==> src/rtl/sema_pkg.sv <==
package sema_pkg;
  localparam int unsigned NUM_FLAGS = 8;
  localparam int unsigned ADDR_W    = $clog2(NUM_FLAGS);

  typedef struct packed {
    logic              wrEn;
    logic              wrBit;
    logic [ADDR_W-1:0] wrAddr;
  } portStrobe_t;

  typedef struct packed {
    portStrobe_t left;
    portStrobe_t right;
  } ctrlStrobes_t;
endpackage

==> src/rtl/sema_port.sv <==
module sema_port
  import sema_pkg::*;
#(
  parameter int DATA_W = 8
) (
  input  logic              clk,
  input  logic              rstN,
  input  logic              ceN,
  input  logic              ce,
  input  logic              semN,
  input  logic              rw,
  input  logic              oeN,
  input  logic [ADDR_W-1:0] addr,
  input  logic [DATA_W-1:0] din,
  output portStrobe_t       strobe,
  output logic              rdEn
);
  logic chipOn;
  logic semSel;
  logic rwPrev;
  logic rwRise;
  logic unusedDin;

  assign chipOn    = ~ceN & ce;
  assign semSel    = ~chipOn & ~semN;
  assign rwRise    = rw & ~rwPrev;
  assign rdEn      = semSel & rw & ~oeN;
  assign unusedDin = ^din[DATA_W-1:1];

  always_ff @(posedge clk) begin
    if (!rstN) begin
      rwPrev <= 1'b1;
      strobe <= '0;
    end else begin
      rwPrev        <= rw;
      strobe.wrEn   <= rwRise & semSel;
      strobe.wrBit  <= din[0];
      strobe.wrAddr <= addr;
    end
  end
endmodule

==> src/rtl/sema_core.sv <==
module sema_core
  import sema_pkg::*;
#(
  parameter int DATA_W = 8
) (
  input  logic              clk,
  input  logic              rstN,
  input  ctrlStrobes_t      stb,
  input  logic              lRdEn,
  input  logic [ADDR_W-1:0] lRdAddr,
  input  logic              rRdEn,
  input  logic [ADDR_W-1:0] rRdAddr,
  output logic [DATA_W-1:0] lDout,
  output logic              lDoe,
  output logic [DATA_W-1:0] rDout,
  output logic              rDoe
);
  logic [NUM_FLAGS-1:0] ownL;
  logic [NUM_FLAGS-1:0] ownR;

  for (genvar i = 0; i < NUM_FLAGS; i++) begin : gFlag
    logic reqLQ, reqRQ, ownLQ, ownRQ;
    logic hitL, hitR, rqL, rqR, keepL, keepR, nxtL, nxtR;

    always_comb begin
      hitL  = stb.left.wrEn  && (stb.left.wrAddr  == ADDR_W'(i));
      hitR  = stb.right.wrEn && (stb.right.wrAddr == ADDR_W'(i));
      rqL   = hitL ? ~stb.left.wrBit  : reqLQ;
      rqR   = hitR ? ~stb.right.wrBit : reqRQ;
      keepL = ownLQ & rqL;
      keepR = ownRQ & rqR;
      if (keepL || keepR) begin
        nxtL = keepL;
        nxtR = keepR;
      end else begin
        nxtL = rqL;
        nxtR = rqR & ~rqL;
      end
    end

    always_ff @(posedge clk) begin
      if (!rstN) begin
        reqLQ <= 1'b0;
        reqRQ <= 1'b0;
        ownLQ <= 1'b0;
        ownRQ <= 1'b0;
      end else begin
        reqLQ <= rqL;
        reqRQ <= rqR;
        ownLQ <= nxtL;
        ownRQ <= nxtR;
      end
    end

    assign ownL[i] = ownLQ;
    assign ownR[i] = ownRQ;
  end

  assign lDout = {DATA_W{~ownL[lRdAddr]}};
  assign rDout = {DATA_W{~ownR[rRdAddr]}};
  assign lDoe  = lRdEn;
  assign rDoe  = rRdEn;
endmodule

==> src/rtl/sema_unit.sv <==
module sema_unit
  import sema_pkg::*;
#(
  parameter int DATA_W = 8
) (
  input  logic              clk,
  input  logic              rstN,
  input  logic              lCeN,
  input  logic              lCe,
  input  logic              lSemN,
  input  logic              lRw,
  input  logic              lOeN,
  input  logic [ADDR_W-1:0] lAddr,
  input  logic [DATA_W-1:0] lDin,
  output logic [DATA_W-1:0] lDout,
  output logic              lDoe,
  input  logic              rCeN,
  input  logic              rCe,
  input  logic              rSemN,
  input  logic              rRw,
  input  logic              rOeN,
  input  logic [ADDR_W-1:0] rAddr,
  input  logic [DATA_W-1:0] rDin,
  output logic [DATA_W-1:0] rDout,
  output logic              rDoe
);
  ctrlStrobes_t stb;
  logic lRdEn, rRdEn;

  sema_port #(.DATA_W(DATA_W)) uLeft (
    .clk(clk), .rstN(rstN), .ceN(lCeN), .ce(lCe), .semN(lSemN), .rw(lRw),
    .oeN(lOeN), .addr(lAddr), .din(lDin), .strobe(stb.left), .rdEn(lRdEn)
  );

  sema_port #(.DATA_W(DATA_W)) uRight (
    .clk(clk), .rstN(rstN), .ceN(rCeN), .ce(rCe), .semN(rSemN), .rw(rRw),
    .oeN(rOeN), .addr(rAddr), .din(rDin), .strobe(stb.right), .rdEn(rRdEn)
  );

  sema_core #(.DATA_W(DATA_W)) uCore (
    .clk(clk), .rstN(rstN), .stb(stb),
    .lRdEn(lRdEn), .lRdAddr(lAddr), .rRdEn(rRdEn), .rRdAddr(rAddr),
    .lDout(lDout), .lDoe(lDoe), .rDout(rDout), .rDoe(rDoe)
  );
endmodule

==> config.mk <==
export PLATFORM = sky130hd
export DESIGN_NAME = sema_unit
export DESIGN_NICKNAME = d
export VERILOG_FILES = /design/src/rtl/sema_pkg.sv /design/src/rtl/sema_port.sv /design/src/rtl/sema_core.sv /design/src/rtl/sema_unit.sv
export SDC_FILE = /design/constraint.sdc
export NUM_CORES = 1
export LEC_CHECK = 0
export ABC_AREA = 1
export BUFFER_PORTS_ARGS = -buffer_cell sky130_fd_sc_hd__buf_2
export CORE_AREA = 2 2 68 70
export CTS_BUF_LIST = sky130_fd_sc_hd__clkbuf_4 sky130_fd_sc_hd__clkbuf_8 sky130_fd_sc_hd__clkbuf_16
export DETAILED_ROUTE_END_ITERATION = 6
export DIE_AREA = 0 0 70 72
export HOLD_SLACK_MARGIN = 0.06
export PLACE_DENSITY_LB_ADDON = 0.12
export SLEW_MARGIN = 20
export SYNTH_ARGS = -nofsm -noshare
export SYNTH_HDL_FRONTEND = slang
export SYNTH_HIERARCHICAL = 1
export SYNTH_SLANG_ARGS = --single-unit
==> constraint.sdc <==
create_clock -name clk -period 1.1 [get_ports clk]
set_input_delay 0.055 -clock clk [delete_from_list [all_inputs] [get_ports clk]]
set_output_delay 0.055 -clock clk [all_outputs]
set_load 0.1 [all_outputs]
==> run summary, run 1 <==
fmax = 711 MHz
violated checks = negative setup slack
Placer Congestion = 0.735
Post-Syn Nets = 348
commonest non-fill, non-tap cell in the layout = nand2_1
data arrival time of the worst path = 1.35 ns
max cap viols = 0
CTS Buffer Depth = 2
crit path from = uCore/gFlag[4].ownRQ$_SDFF_PN0_
top cell type's share of synthesized area = 0.429
Final Util = 0.678
CORE AREA = 4260 um2
Die X = 70 um
skew final = 0.00659 ns
vias in the first global route = 1629
Worst Path Required = 1.04 ns
synth-to-layout area growth = 40.8%
Worst Tran Pin Value = 0.282 ns
synth warn = 6
Mapped Area = 2050 um2
WL final = 3.99 mm
Leakage = 1.46 nW
Vias = 1834
FP Rows = 24
initial antenna violation count = 0
Area after DPL = 2530 um2
vias per std cell = 4.45
share of layout cells above drive strength 1 = 0.306
Slew Viols, Final = 0
TritonCTS clock tree = built
DIE HEIGHT = 72 um
flops & latches, synth = 44
DIE AREA = 5040 um2
final setup fails = 16
Yosys cell types = 16
unrepaired setup endpoints after global routing = true
final worst path period share = 1.28
worst skew pair latency = 0.30 ns
hpwl dp = 2.88 mm
Worst VDD drop = 0.000943 V
routed len/inst = 9.69 um
final setup margin = -0.307 ns
antenna viol nets, final = 0
Initial Util = 0.481
Total Routing Usage GR = 0.168
Avg Inst Size Synth = 6.53 um2
power per cell area = 1210 nW/um2
CP Max Fanout = 8
Pre-antenna DRT Iters = 4
clk root buf = clkbuf_8
CTS Sinks = 44
Slew headroom = 0.812
min-delay src = rstN
critical path type = flip-flop to output port
DRC = 0
pre-CTS WS = 0.0114 ns
io pins = 52
Hold Path Class = primary input to flip-flop
TritonCTS buffer count = 5
Max H-tree Level = 2
Worst setup EP type = output port
minimum clock period = 1.41 ns
crit start category = flip-flop
Overall Power = 3.50 mW
largest net degree at the start of global routing = 29
First DRT Iteration DRCs = 105
most frequent cells in the layout = nand2_1 (71), inv_1 (65), nand3_1 (35), nor2_1 (33), dfxtp_1 (27)
NumNets Final = 393
Design Area, Final = 2890 um2
filler cell count = 364
GRT overflow = 0
Yosys top cell by area = dfxtp_1
top area cells in the synthesized netlist = dfxtp_1 (43%), nand2_1 (16%), inv_1 (12%)
R2R Path Start = uRight/strobe[4]$_SDFF_PN0_
Antenna diodes = 0
outcome = finished, violations left
Cells after Synth = 314
global-route wire length before repair = 6.66 mm
Final Hold Fails = 0
clock slew at reported path FFs = 0.08 ns
Buffers on Ports = 37
hold_ws = 0.123 ns
sequential fraction of the synthesis area = 0.429
-- report_power, final --
group / switching, mW / leakage, nW / internal [mW]
Sequential: 0.0300 / 0.365 / 1.61
Combinational: 0.519 / 1.05 / 0.286
Clock: 0.544 / 0.0434 / 0.508
-- cells by family (layout without fill, tap and decap cells) --
| family | Yosys count | after routing | share of synthesized area |
|---|---|---|---|
| buffers and inverters | 90 | 136 | 0.195 |
| and+or+nand+nor | 169 | 169 | 0.345 |
| DFF | 44 | 44 | 0.429 |
| AOI/OAI and AO/OA | 11 | 11 | 0.0305 |
-- sequential cells by signal, summed over array words and instances, names as in the netlist --
name	flops
uCore/gFlag.ownLQ	8
uCore/gFlag.ownRQ	8
uCore/gFlag.reqLQ	8
uCore/gFlag.reqRQ	8
uLeft/strobe	5
uRight/strobe	5
uLeft/rwPrev	1
uRight/rwPrev	1
-- worst max-delay path, stage by stage (launching register included) --
cell and delay, ns:
dfxtp_1 0.31, nand2_1 0.07, nand3_1 0.09, nand3_2 0.08
o21a_4 0.28, buf_12 0.21
-- timing repair --
item | in CTS | in global routing
hold buffers | 12 | 0
buffers inserted | 1 | 1
resized for setup | 6 | 46
endpoints found under the setup margin | 16 | 34
pin swaps | 5 | 15
hold endpoints to repair | 12 | 0
-- Yosys cell counts --
cell type,count
clkbuf_2,1
inv_1,67
clkbuf_1,2
o21a_1,1
o21ai_0,4
buf_2,1
nor2_2,4
inv_2,3
dfxtp_1,44
nor2_4,2
nand2_1,86
o21bai_1,2
a21oi_1,4
nor2_1,38
nand3_1,39
buf_4,16
-- area by class of cell --
type	count	area (um2)	share of cell area
Clock buffer	6	82.6	0.0286
Clock inverter	2	15.0	0.00520
Inverter	70	268	0.0927
Multi-Input combinational cell	180	893	0.309
Sequential cell	44	910	0.315
Tap cell	52	65.1	0.0225
Timing Repair Buffer	58	656	0.227
-- path summary, 6_finish.rpt --
path	to	slack [ns]	cells after the start
worst min register to register	uLeft/strobe[4]$_SDFF_PN0_	0.46	3
worst max register to register	uCore/gFlag[2].ownLQ$_SDFF_PN0_	0.06	7
worst min-delay path	uRight/rwPrev$_SDFF_PN1_	0.12	3
worst max-delay path	rDout[2]	-0.31	5
-- through the flow --
stage               setup TNS (ns)  std cells
global route                 -6.27        412
global placement                 0        390
detailed placement               0        390
floorplan                    -1.20        314
finish                       -4.86        412
CTS                          -4.90        411
-- layer usage --
metal / global-route usage / part of all wire / vias up
li1: - / - / 998
met1: 0.199 / 0.45 / 780
met2: 0.287 / 0.47 / 49
met3: 0.0514 / 0.057 / 7
met4: 0.0641 / 0.016 / 0
met5: 0 / 0 / -
Power figures use the tool's default switching activity.
==> inputs of run 2 (changes only) <==
--- a/config.mk
+++ b/config.mk
@@ -13,6 +13,7 @@
 export DIE_AREA = 0 0 70 72
 export HOLD_SLACK_MARGIN = 0.06
 export PLACE_DENSITY_LB_ADDON = 0.12
+export RECOVER_POWER = 100
 export SLEW_MARGIN = 20
 export SYNTH_ARGS = -nofsm -noshare
 export SYNTH_HDL_FRONTEND = slang
==> run 2 against run 1 <==
Against the previous run:
- the flow still finishes with violations (negative setup slack)
- sequential cell count is the same
- register-to-register slack about the same
- maximum frequency shrank 0.11%
- count of clock-buffer cells in the layout did not move
- die area stayed put
- combinational power barely moved
- core utilization fell by 0.088 points
- non-clock buffer count unchanged
- routed wire length rose by 0.13%
- sequential share of layout area hardly changed
- worst hold slack barely moved
- critical endpoint unchanged
==> run summary, run 2 (same netlist as run 1, synthesis figures left out) <==
outcome = finished, violations left
violated checks = negative setup slack
DIE HEIGHT = 72 um
DRC = 0
Final TNS setup = -4.88 ns
io pins = 52
Final Util = 0.677
synth-to-layout area growth = 40.6%
initial antenna violation count = 0
Placer Congestion = 0.735
final setup fails = 16
R2R Path Start = uRight/strobe[4]$_SDFF_PN0_
clk root buf = clkbuf_8
minimum clock period = 1.41 ns
final worst path period share = 1.28
FF+latch area = 910 um2
data arrival time of the worst path = 1.35 ns
share of layout cells above drive strength 1 = 0.297
Slew Viols, Final = 0
unrepaired setup endpoints after global routing = true
clock slew at reported path FFs = 0.08 ns
NumNets Final = 393
Hold Path Class = primary input to flip-flop
most frequent cells in the layout = nand2_1 (71), inv_1 (65), nand3_1 (35), nor2_1 (33), dfxtp_1 (27)
TritonCTS clock tree = built
Max H-tree Level = 2
global-route wire length before repair = 6.66 mm
vias in the first global route = 1629
antenna viol nets, final = 0
Multi-input gate area = 893 um2
commonest non-fill, non-tap cell in the layout = nand2_1
CORE AREA = 4260 um2
FP Rows = 24
Initial Util = 0.481
TritonCTS buffer count = 5
worst skew pair latency = 0.30 ns
largest net degree at the start of global routing = 29
power per cell area = 1210 nW/um2
Worst Tran Pin Value = 0.282 ns
Final Non-Filler Cells = 412
CTS Buffer Depth = 2
CTS Sinks = 44
max cap viols = 0
critical path type = flip-flop to output port
placed cells = 390
crit path from = uCore/gFlag[4].ownRQ$_SDFF_PN0_
Worst Path Required = 1.04 ns
Antenna diodes = 0
Worst setup EP type = output port
routed len/inst = 9.70 um
vias per std cell = 4.45
CP Max Fanout = 8
skew final = 0.00666 ns
Die X = 70 um
DIE AREA = 5040 um2
filler cell count = 365
crit start category = flip-flop
Final Hold Fails = 0
Leakage = 1.45 nW
min-delay src = rstN
Total Routing Usage GR = 0.168
pre-CTS WS = 0.0114 ns
WL final = 4.00 mm
Pre-antenna DRT Iters = 4
GRT overflow = 0
Vias = 1835
First DRT Iteration DRCs = 106
Slew headroom = 0.811
Worst VDD drop = 0.000944 V
r2r setup slk = 0.06 ns
Buffers on Ports = 37
final setup margin = -0.308 ns
fmax = 710 MHz
hpwl dp = 2.88 mm
run 2: worst paths after layout:
kind                                                   endpoint  cells after the start
worst max-delay path                                   rDout[2]                      5
worst min-delay path                   uRight/rwPrev$_SDFF_PN1_                      3
worst max register to register  uCore/gFlag[2].ownLQ$_SDFF_PN0_                      7
worst min register to register       uLeft/strobe[4]$_SDFF_PN0_                      3
run 2: critical path, stage by stage (launching register included):
cell,delay (ns)
dfxtp_1,0.31
nand2_1,0.07
nand3_1,0.09
nand3_2,0.08
o21a_4,0.28
buf_12,0.21
run 2: area by class of cell:
cell class,count,share of cell area
Multi-Input combinational cell,180,0.310
Clock inverter,2,0.00520
Timing Repair Buffer,58,0.226
Tap cell,52,0.0225
Sequential cell,44,0.315
Clock buffer,6,0.0286
Inverter,70,0.0928
run 2: metal layers:
metal  GRT usage  wire (um)
met5           0          0
met3      0.0514        231
met1       0.199       1800
met4      0.0641         64
met2       0.287       1900
run 2: report_power, final:
part / internal, mW / switching, mW
sequential: 1.61 / 0.0300
combinational: 0.284 / 0.519
clock: 0.508 / 0.544
run 2: metrics by stage:
| stage | hold slack (ns) | area [um2] | power, mW |
|---|---|---|---|
| 2_1_floorplan | 0.124 | 2190 | 2.27 |
| 3_3_place_gp | 0.239 | 2530 | 2.43 |
| 3_5_place_dp | 0.244 | 2530 | 2.43 |
| 4_1_cts | 0.114 | 2770 | 3.53 |
| 5_1_grt | 0.111 | 2890 | 3.65 |
| 6_report | 0.122 | 2890 | 3.50 |
run 2: timing repair:
action	in CTS	in global routing
pin swaps	5	15
resized for setup	6	46
setup endpoints to repair	16	34
cloned	0	0
endpoints found under the hold margin	12	0
hold buffers	12	0
setup buffers	1	1
==> inputs of run 3 (changes only) <==
--- a/config.mk
+++ b/config.mk
@@ -7,10 +7,10 @@
 export LEC_CHECK = 0
 export ABC_AREA = 1
 export BUFFER_PORTS_ARGS = -buffer_cell sky130_fd_sc_hd__buf_2
-export CORE_AREA = 2 2 68 70
+export CORE_AREA = 2 2 66 68
 export CTS_BUF_LIST = sky130_fd_sc_hd__clkbuf_4 sky130_fd_sc_hd__clkbuf_8 sky130_fd_sc_hd__clkbuf_16
 export DETAILED_ROUTE_END_ITERATION = 6
-export DIE_AREA = 0 0 70 72
+export DIE_AREA = 0 0 68 70
 export HOLD_SLACK_MARGIN = 0.06
 export PLACE_DENSITY_LB_ADDON = 0.12
 export RECOVER_POWER = 100
==> run 3 against run 2 <==
Against the previous run:
- the flow still finishes with violations (negative setup slack)
- sequential power hardly changed
- routed wire length is 7.2% higher
- critical path depth stayed put
- via count is 2.5% higher
- die area is 5.6% lower
- critical endpoint is now rDout[6]
- largest power group unchanged
==> run summary, run 3 (same netlist as run 1, synthesis figures left out) <==
Final Non-Filler Cells = 414
outcome = finished, violations left
power per cell area = 1180 nW/um2
CP Cell Sequence = nand2_1, nand3_1, nand3_1, o21a_4, buf_12
FP Rows = 24
max cap viols = 0
final worst path period share = 1.28
Total Routing Usage GR = 0.193
Leakage = 1.47 nW
synth-to-layout area growth = 45.2%
GRT overflow = 0
share of layout cells above drive strength 1 = 0.334
most frequent cells in the layout = nand2_1 (65), inv_1 (64), nand3_1 (32), nor2_1 (30), dfxtp_1 (27)
Worst Tran Pin Value = 0.378 ns
Worst Path Required = 1.04 ns
Pre-antenna DRT Iters = 5
Slew Viols, Final = 0
Slew headroom = 0.748
Initial Util = 0.495
minimum clock period = 1.41 ns
violated checks = negative setup slack
routed wl met3 = 233 um
met2 wire length = 2.19 mm
Metal-1 WL = 1.84 mm
CP Max Fanout = 8
Antenna diodes = 0
data arrival time of the worst path = 1.36 ns
Buffers on Ports = 37
hold_ws = 0.145 ns
Die X = 68 um
CTS Buffer Depth = 2
global-route wire length before repair = 7.00 mm
Final Hold Fails = 0
unrepaired setup endpoints after global routing = true
DIE AREA = 4760 um2
antenna viol nets, final = 0
initial antenna violation count = 0
Worst setup EP type = output port
CP max stage delay = 0.33 ns
worst skew pair latency = 0.28 ns
hpwl dp = 2.97 mm
Worst VDD drop = 0.000765 V
Placer Congestion = 0.735
TritonCTS buffer count = 5
placed cells = 389
WL final = 4.29 mm
Vias = 1881
TritonCTS clock tree = built
pre-CTS WS = 0.00963 ns
commonest non-fill, non-tap cell in the layout = nand2_1
filler cell count = 322
clock slew at reported path FFs = 0.08 ns
fmax = 708 MHz
vias in the first global route = 1765
DIE HEIGHT = 70 um
routed len/inst = 10.4 um
DRC = 0
DR top layer = met4
NumNets Final = 395
vias per std cell = 4.54
Slowest-stage cell, CP = dfxtp_1
io pins = 52
CORE AREA = 4140 um2
final setup fails = 18
largest net degree at the start of global routing = 29
First DRT Iteration DRCs = 105
final setup margin = -0.312 ns
Final Util = 0.719
skew final = 0.00455 ns
crit start category = flip-flop
Hold Path Class = primary input to flip-flop
Max H-tree Level = 2
CTS Sinks = 44
clk root buf = clkbuf_8
critical path type = flip-flop to output port
most used cell, CP = nand3_1
run 3: worst paths after layout:
kind                              startpoint                         endpoint  slack [ns]  cells past startpoint
max          uCore/gFlag[6].ownRQ$_SDFF_PN0_                         rDout[6]       -0.31                      5
min reg2reg          uLeft/rwPrev$_SDFF_PN1_       uLeft/strobe[4]$_SDFF_PN0_        0.46                      3
min                                     rstN         uRight/rwPrev$_SDFF_PN1_        0.14                      3
max reg2reg       uLeft/strobe[4]$_SDFF_PN0_  uCore/gFlag[2].ownRQ$_SDFF_PN0_       -0.03                      8
run 3: per-layer routing:
| layer | up-vias | GRT usage |
|---|---|---|
| li1 | 1003 | - |
| met1 | 824 | 0.217 |
| met2 | 52 | 0.338 |
| met3 | 2 | 0.0499 |
| met4 | 0 | 0.0711 |
| met5 | - | 0 |
run 3: cell type report:
cell class	instances	area [um2]	area share
well taps	52	65.1	0.0218
flip-flops and latches	44	912	0.306
multi-input cells	180	961	0.322
clock buffers	7	90.1	0.0302
clock inverters	1	7.51	0.00252
inverters	70	268	0.0898
repair buffers	60	677	0.227
run 3: what timing repair did:
| item | in CTS | in global routing |
|---|---|---|
| setup buffers | 0 | 5 |
| pin swaps | 4 | 28 |
| hold endpoints to repair | 12 | 0 |
| hold buffers | 12 | 0 |
| setup endpoints to repair | 16 | 38 |
| gates cloned | 0 | 0 |
| resized for setup | 6 | 68 |
run 3: report_power, final:
group / switching, mW / internal, mW / leakage [nW] / total, mW
clock network: 0.515 / 0.535 / 0.0479 / 1.05
logic: 0.527 / 0.289 / 1.06 / 0.816
registers: 0.0336 / 1.61 / 0.366 / 1.65
total: 1.08 / 2.44 / 1.47 / 3.51
run 3: worst max-delay path: cells and delay by family, from the launching register on:
kind	cells	cell delay, ns
buffers and inverters	1	0.21
AND/OR/NAND/NOR	3	0.24
AO/OA/AOI/OAI	1	0.29
flip-flops	1	0.33
run 3: through the flow:
| stage | area [um2] | total power [mW] | setup TNS, ns |
|---|---|---|---|
| finish | 2980 | 3.51 | -4.87 |
| global route | 2980 | 3.65 | -6.56 |
| CTS | 2750 | 3.52 | -4.93 |
| detailed placement | 2520 | 2.43 | 0 |
| global placement | 2520 | 2.43 | 0 |
| floorplan | 2190 | 2.27 | -1.20 |
